==> src/rtl/dmc_pkg.sv <==
package dmc_pkg;

    localparam int BYTE_W = 8;

    typedef enum logic [0:0] {
        ST_LOOKUP = 1'b0,
        ST_FILL   = 1'b1
    } dmc_state_e;

    typedef struct packed {
        logic              valid;
        logic              hit;
        logic [BYTE_W-1:0] data;
    } dmc_resp_t;

    function automatic int unsigned blk_bytes(input int unsigned off_w);
        return 32'd1 << off_w;
    endfunction

endpackage

==> src/rtl/dmc_line_store.sv <==
module dmc_line_store
    import dmc_pkg::*;
#(
    parameter int SET_W = 2,
    parameter int OFF_W = 1,
    parameter int TAG_W = 3
) (
    input  logic              clk,
    input  logic              rst,
    input  logic [SET_W-1:0]  rd_set,
    input  logic [TAG_W-1:0]  rd_tag,
    input  logic [OFF_W-1:0]  rd_off,
    output logic              lookup_hit,
    output logic [BYTE_W-1:0] rd_byte,
    input  logic              wr_en,
    input  logic [SET_W-1:0]  wr_set,
    input  logic [OFF_W-1:0]  wr_off,
    input  logic [BYTE_W-1:0] wr_byte,
    input  logic              cm_en,
    input  logic [SET_W-1:0]  cm_set,
    input  logic [TAG_W-1:0]  cm_tag
);
    localparam int SETS = 1 << SET_W;
    localparam int BLK  = 1 << OFF_W;

    logic              line_valid [SETS];
    logic [TAG_W-1:0]  line_tag   [SETS];
    logic [BYTE_W-1:0] line_data  [SETS][BLK];
    logic [SETS-1:0]   set_match;

    // Tag compare for every set, one selected by the index.
    for (genvar s = 0; s < SETS; s++) begin : g_match
        assign set_match[s] = line_valid[s] && (line_tag[s] == rd_tag);
    end

    assign lookup_hit = set_match[rd_set];
    assign rd_byte    = line_data[rd_set][rd_off];

    always_ff @(posedge clk) begin
        if (rst) begin
            for (int s = 0; s < SETS; s++) begin
                line_valid[s] <= 1'b0;
                line_tag[s]   <= '0;
            end
        end else if (cm_en) begin
            line_valid[cm_set] <= 1'b1;
            line_tag[cm_set]   <= cm_tag;
        end
    end

    always_ff @(posedge clk) begin
        if (wr_en) begin
            line_data[wr_set][wr_off] <= wr_byte;
        end
    end

endmodule

==> src/rtl/dmc_refill_ctrl.sv <==
module dmc_refill_ctrl
    import dmc_pkg::*;
#(
    parameter int ADDR_W = 6,
    parameter int SET_W  = 2,
    parameter int OFF_W  = 1
) (
    input  logic              clk,
    input  logic              rst,
    input  logic              cpu_req,
    input  logic [ADDR_W-1:0] cpu_addr,
    input  logic              lookup_hit,
    input  logic [BYTE_W-1:0] rd_byte,
    input  logic [BYTE_W-1:0] mem_rdata,
    output logic              ready,
    output dmc_resp_t         resp,
    output logic              mem_req,
    output logic [ADDR_W-1:0] mem_addr,
    output logic              wr_en,
    output logic [SET_W-1:0]  wr_set,
    output logic [OFF_W-1:0]  wr_off,
    output logic              cm_en,
    output logic [SET_W-1:0]  cm_set,
    output logic [ADDR_W-SET_W-OFF_W-1:0] cm_tag,
    output logic              hit_evt,
    output logic              miss_evt
);
    localparam int TAG_W = ADDR_W - SET_W - OFF_W;
    localparam logic [OFF_W-1:0] LAST_K = OFF_W'(blk_bytes(OFF_W) - 1);

    dmc_state_e        state;
    logic [ADDR_W-1:0] req_q;
    logic [OFF_W-1:0]  fill_k;
    logic [BYTE_W-1:0] cap_q;

    logic [OFF_W-1:0]  req_off;
    logic [SET_W-1:0]  req_set;
    logic [TAG_W-1:0]  req_tag;
    logic              accept;
    logic              at_off;
    logic              last_k;

    assign req_off = req_q[OFF_W-1:0];
    assign req_set = req_q[SET_W+OFF_W-1:OFF_W];
    assign req_tag = req_q[ADDR_W-1:SET_W+OFF_W];

    assign ready    = (state == ST_LOOKUP);
    assign accept   = ready && cpu_req;
    assign hit_evt  = accept && lookup_hit;
    assign miss_evt = accept && !lookup_hit;

    assign at_off   = (fill_k == req_off);
    assign last_k   = (fill_k == LAST_K);

    assign mem_req  = (state == ST_FILL);
    assign mem_addr = {req_tag, req_set, fill_k};
    assign wr_en    = mem_req;
    assign wr_set   = req_set;
    assign wr_off   = fill_k;
    assign cm_en    = mem_req && last_k;
    assign cm_set   = req_set;
    assign cm_tag   = req_tag;

    always_ff @(posedge clk) begin
        if (rst) begin
            state  <= ST_LOOKUP;
            req_q  <= '0;
            fill_k <= '0;
            cap_q  <= '0;
            resp   <= '0;
        end else begin
            resp.valid <= 1'b0;
            resp.hit   <= 1'b0;
            case (state)
                ST_LOOKUP: begin
                    if (accept) begin
                        req_q <= cpu_addr;
                        if (lookup_hit) begin
                            resp <= '{valid: 1'b1, hit: 1'b1, data: rd_byte};
                        end else begin
                            state  <= ST_FILL;
                            fill_k <= '0;
                        end
                    end
                end
                ST_FILL: begin
                    if (at_off) begin
                        cap_q <= mem_rdata;
                    end
                    fill_k <= fill_k + 1'b1;
                    if (last_k) begin
                        state <= ST_LOOKUP;
                        resp  <= '{valid: 1'b1, hit: 1'b0,
                                   data: at_off ? mem_rdata : cap_q};
                    end
                end
                default: state <= ST_LOOKUP;
            endcase
        end
    end

endmodule

==> src/rtl/dmc_sat_counter.sv <==
module dmc_sat_counter #(
    parameter int W = 4
) (
    input  logic         clk,
    input  logic         rst,
    input  logic         clr,
    input  logic         inc,
    output logic [W-1:0] count
);
    localparam logic [W-1:0] MAX_V = '1;

    always_ff @(posedge clk) begin
        if (rst || clr) begin
            count <= '0;
        end else if (inc && (count != MAX_V)) begin
            count <= count + 1'b1;
        end
    end

endmodule

==> src/rtl/dm_read_cache.sv <==
module dm_read_cache
    import dmc_pkg::*;
#(
    parameter int ADDR_W = 6,
    parameter int SET_W  = 2,
    parameter int OFF_W  = 1,
    parameter int CNT_W  = 4
) (
    input  logic              clk,
    input  logic              rst,
    input  logic              cpu_req,
    input  logic [ADDR_W-1:0] cpu_addr,
    output logic              cpu_ready,
    output logic              cpu_rvalid,
    output logic              cpu_hit,
    output logic [7:0]        cpu_rdata,
    output logic              mem_req,
    output logic [ADDR_W-1:0] mem_addr,
    input  logic [7:0]        mem_rdata,
    input  logic              cnt_clr,
    output logic [CNT_W-1:0]  hit_cnt,
    output logic [CNT_W-1:0]  miss_cnt
);
    localparam int TAG_W = ADDR_W - SET_W - OFF_W;

    logic              lookup_hit;
    logic [BYTE_W-1:0] rd_byte;
    logic              wr_en;
    logic [SET_W-1:0]  wr_set;
    logic [OFF_W-1:0]  wr_off;
    logic              cm_en;
    logic [SET_W-1:0]  cm_set;
    logic [TAG_W-1:0]  cm_tag;
    logic              hit_evt;
    logic              miss_evt;
    dmc_resp_t         resp;
    logic [1:0]        evt;
    logic [CNT_W-1:0]  cnt [2];

    dmc_line_store #(.SET_W(SET_W), .OFF_W(OFF_W), .TAG_W(TAG_W)) u_store (
        .clk        (clk),
        .rst        (rst),
        .rd_set     (cpu_addr[SET_W+OFF_W-1:OFF_W]),
        .rd_tag     (cpu_addr[ADDR_W-1:SET_W+OFF_W]),
        .rd_off     (cpu_addr[OFF_W-1:0]),
        .lookup_hit (lookup_hit),
        .rd_byte    (rd_byte),
        .wr_en      (wr_en),
        .wr_set     (wr_set),
        .wr_off     (wr_off),
        .wr_byte    (mem_rdata),
        .cm_en      (cm_en),
        .cm_set     (cm_set),
        .cm_tag     (cm_tag)
    );

    dmc_refill_ctrl #(.ADDR_W(ADDR_W), .SET_W(SET_W), .OFF_W(OFF_W)) u_ctrl (
        .clk        (clk),
        .rst        (rst),
        .cpu_req    (cpu_req),
        .cpu_addr   (cpu_addr),
        .lookup_hit (lookup_hit),
        .rd_byte    (rd_byte),
        .mem_rdata  (mem_rdata),
        .ready      (cpu_ready),
        .resp       (resp),
        .mem_req    (mem_req),
        .mem_addr   (mem_addr),
        .wr_en      (wr_en),
        .wr_set     (wr_set),
        .wr_off     (wr_off),
        .cm_en      (cm_en),
        .cm_set     (cm_set),
        .cm_tag     (cm_tag),
        .hit_evt    (hit_evt),
        .miss_evt   (miss_evt)
    );

    assign evt = {miss_evt, hit_evt};

    for (genvar i = 0; i < 2; i++) begin : g_cnt
        dmc_sat_counter #(.W(CNT_W)) u_cnt (
            .clk   (clk),
            .rst   (rst),
            .clr   (cnt_clr),
            .inc   (evt[i]),
            .count (cnt[i])
        );
    end

    assign hit_cnt    = cnt[0];
    assign miss_cnt   = cnt[1];
    assign cpu_rvalid = resp.valid;
    assign cpu_hit    = resp.hit;
    assign cpu_rdata  = resp.data;

endmodule

==> config.mk <==
export PLATFORM = sky130hd
export DESIGN_NAME = dm_read_cache
export DESIGN_NICKNAME = d
export VERILOG_FILES = /design/src/rtl/dmc_pkg.sv /design/src/rtl/dmc_line_store.sv /design/src/rtl/dmc_refill_ctrl.sv /design/src/rtl/dmc_sat_counter.sv /design/src/rtl/dm_read_cache.sv
export SDC_FILE = /design/constraint.sdc
export NUM_CORES = 1
export LEC_CHECK = 0
export BUFFER_PORTS_ARGS = -buffer_cell sky130_fd_sc_hd__buf_4
export CORE_AREA = 2 2 103 95
export DETAILED_ROUTE_END_ITERATION = 10
export DIE_AREA = 0 0 105 97
export PLACE_DENSITY = 0.74
export RECOVER_POWER = 100
export REMOVE_ABC_BUFFERS = 1
export SETUP_SLACK_MARGIN = 0.3
export SLEW_MARGIN = 20
export SYNTH_ARGS = -nofsm -noshare
export SYNTH_HDL_FRONTEND = slang
export SYNTH_SLANG_ARGS = --single-unit
==> constraint.sdc <==
create_clock -name clk -period 2.3 [get_ports clk]
set_clock_uncertainty 0.2 [all_clocks]
set_input_delay 0.23 -clock clk [delete_from_list [all_inputs] [get_ports clk]]
set_output_delay 0.23 -clock clk [all_outputs]
set_load 0.02 [all_outputs]
==> results.md <==
* Total core area at 0.00900 mm2
* Final ANT Viol Nets at 0
* Post-Route WL at about 10 mm
* First-pass GRT wire length at 16.3 mm
* Antenna Cells at 0
* Rows at 33
* Fmax at 472 MHz
* Seq cells post-synth at about 110
* Proportion of layout cells with a drive suffix above 1 at 0.171
* Routed len/inst at 18.7 um
* Status: finished clean
* Tot Pwr at about 5.2 mW
* Primary FF master, synth: edfxtp_1
* Worst r2r src: u_store.line_tag[0][1]$_SDFFCE_PN0P_
* Worst Setup End Kind: register
* Sink Count at 114
* Asr flop ratio synth at 0
* Initial DRC count at approximately 270
* Rel. slew slack at 0.533
* Worst setup path class: register to register
* Hpwl dp at 6.38 mm
* Design area at approximately 0.0058 mm2
* CP bufs+invs at 1
* Syn Inst Count at 340
* Final Util at 0.648
* CP endpoint: g_cnt[1].u_cnt.count[3]$_SDFFE_PP0P_
* CP arrival at approximately 2.4 ns
* Die Ht at 97 um
* # placed instances at 500
* Largest net degree at the start of global routing at 37
* Fillers at 687
* Final Hold Vio Count at 0
* Netlist Area Pre-Place at 0.00473 mm2
* H-tree Lvls at 4
* Worst VDD drop at 0.544 mV
* Antenna violations before repair at 0
* Worst setup margin at between 0.15 and 0.2 ns
* Final cell count without fillers at ~550
* Nets@finish at 434
* Worst R2R End: g_cnt[1].u_cnt.count[3]$_SDFFE_PP0P_
* DIE WIDTH at ~110 um
* Clock Latency Late Sink at a little over 0.5 ns
* Netlist cell types at 41
* Drt first pass iters at 5
* Full die area at 0.0102 mm2
* Seq/Total Area, Yosys at 0.652
* Setup slack, reg-to-reg at 0.18 ns
* Yosys synthesis warning count at 0
* Hold path depth at 4
* Number of enable flip-flop cells after synthesis at 80
* Root buffer cell: clkbuf_8
* Vias/cell at 5.53
* Crit-path max cell delay at between 0.4 and 0.5 ns
* Synth-to-Final Area Change at 23.3%
* Placer Congestion at about 0.8
* Slew Limit Fails at 0
* CTS tree: built
* Commonest cells after routing, fill and taps aside: edfxtp_1, clkbuf_1, dfxtp_1
* Placement Setup Slack at 0.120 ns
* Crit path max-delay cell type: o21ai_0
* Register area at 0.00308 mm2
* Worst r2r path cells at 7
* I/O pin cnt at 44
* Multi-input combinational cell area at approximately 0.0015 mm2
* Via total after detailed routing at 3035
* CP Launch Type: register
* Post-DP Area at approximately 0.0052 mm2
* Worst path depth at 7
* Worst Path Required at approximately 2.6 ns
* Clock Pin Slew Worst Setup and Hold Paths at 0.06 ns
* Hold WC Path Type: input pin to register
* Cell mode on critical path: o21ai_0
* CTS buffer count at 17
* LEAKAGE at 2.06 nW
* Slew @ Worst Pin at ~0.7 ns
* Tmin final at approximately 2.1 ns
* Commonest non-fill, non-tap cell in the layout: edfxtp_1
* Final setup viols at 0
* Syn_area_per_cell at 13.9 um2
* CP Launch Point: u_store.line_tag[0][1]$_SDFFCE_PN0P_
* Number of global-route vias before repair at 3068
* Unrepaired setup endpoints after global routing: yes
* Tcrit/Tclk final at 0.920
* Initial Utilization at 0.526
* Power per Cell Area at approximately 900 mW/mm2
* MaxCap Viol Count at 0
* Total GRT Usage at 0.216
* PortBufs at 43
* CP delay by family, top: compound AO/OA/AOI/OAI gates
* Drt drc at 0
* Worst path cell trace: xor2_1 -> nor4_1 -> buf_4 -> nor3_1 -> o21ai_0 -> o21ai_0 -> a21oi_1
* Gr ovfl total at 0
* Crit-path max FO at 4
* Clock tree buffer depth at 2
## layout make-up
cell class | instances | share of cell area
repair buffers | 81 | 0.0817
clock inverters | 13 | 0.0285
multi-input cells | 198 | 0.262
inverters | 2 | 0.00129
flip-flops and latches | 114 | 0.528
clock buffers | 19 | 0.0723
well taps | 122 | 0.0262
## repair_timing
action	4_1_cts	5_1_grt
buffers inserted	1	0
hold buffers	16	0
setup endpoints to repair	14	35
gates cloned	0	0
pin swaps	5	4
endpoints found under the hold margin	98	0
resized for setup	4	4
## report_power, final
group | switching, mW | total [mW] | internal [mW]
Combinational | 0.216 | 0.362 | 0.145
Sequential | 0.0365 | 2.29 | 2.25
Clock | 0.854 | 2.59 | 1.73
Total | 1.11 | 5.24 | 4.13
## tightest hold or removal path: stages
cell     delay (ns)
buf_4          0.13
buf_4          0.24
nand2_1        0.10
a21oi_1        0.06
## cell usage after synthesis, drive strengths merged (9+ instances only)
library cell | n | area share
edfxtp | 80 | 0.51
dfxtp | 34 | 0.14
nand2 | 25 | 0.020
nor2 | 22 | 0.017
a21oi | 18 | 0.019
mux2i | 16 | 0.034
buf | 15 | 0.022
mux4 | 15 | 0.071
xor2 | 14 | 0.026
and2 | 12 | 0.016
nand3 | 12 | 0.013
clkbuf | 11 | 0.0087
nor3 | 9 | 0.0095
## stage by stage
step	hold WS (ns)	TNS [ns]
after detailed placement	0.263	0
final	0.123	0
after CTS	0.106	0
after global placement	0.245	0
after floorplan	0.0991	-11.25
after global routing	0.154	0
## per-layer routing
layer  global-route usage  up-vias  wire (um)  part of all wire
li1                     -     1422          -                 -
met1                0.276     1512       4250              0.41
met2                0.351       89       5250              0.51
met3               0.0606       12        663             0.065
met4               0.0872        0        101            0.0098
met5                    0        -          0                 0
## flip-flops by register name (all words and copies together) (netlist names)
signal              flops
u_store.line_data      64
g_cnt.u_cnt.count       8
u_ctrl.cap_q            8
u_ctrl.resp            10
u_ctrl.mem_req          1
u_store.line_valid      4
u_store.line_tag       12
u_ctrl.req_q            6
u_ctrl.wr_off           1
## worst min-delay path by stage
stage	start	end	slack, ns
floorplan	rst	u_ctrl.cap_q[7]$_SDFFE_PP0P_	0.1
global placement	u_ctrl.cap_q[7]$_SDFFE_PP0P_	u_ctrl.cap_q[7]$_SDFFE_PP0P_	0.25
detailed placement	u_ctrl.resp[0]$_SDFFE_PP0P_	u_ctrl.resp[0]$_SDFFE_PP0P_	0.26
CTS	cpu_addr[1]	u_ctrl.req_q[1]$_SDFFE_PP0P_	0.11
global route	cpu_addr[1]	u_ctrl.req_q[1]$_SDFFE_PP0P_	0.15
finish	cpu_addr[1]	u_ctrl.req_q[1]$_SDFFE_PP0P_	0.12
## cell families (layout without fill, tap and decap cells)
family / count (synthesis) / in the layout / synth area share
flops: 114 / 114 / 0.652
simple gates: 103 / 103 / 0.108
compound gates: 46 / 46 / 0.0653
mux: 32 / 32 / 0.108
buf+inv: 28 / 115 / 0.0323
xor+xnor: 15 / 15 / 0.0294
fa+ha+maj: 2 / 2 / 0.00529
No activity file was read; power rests on OpenSTA's default activity.
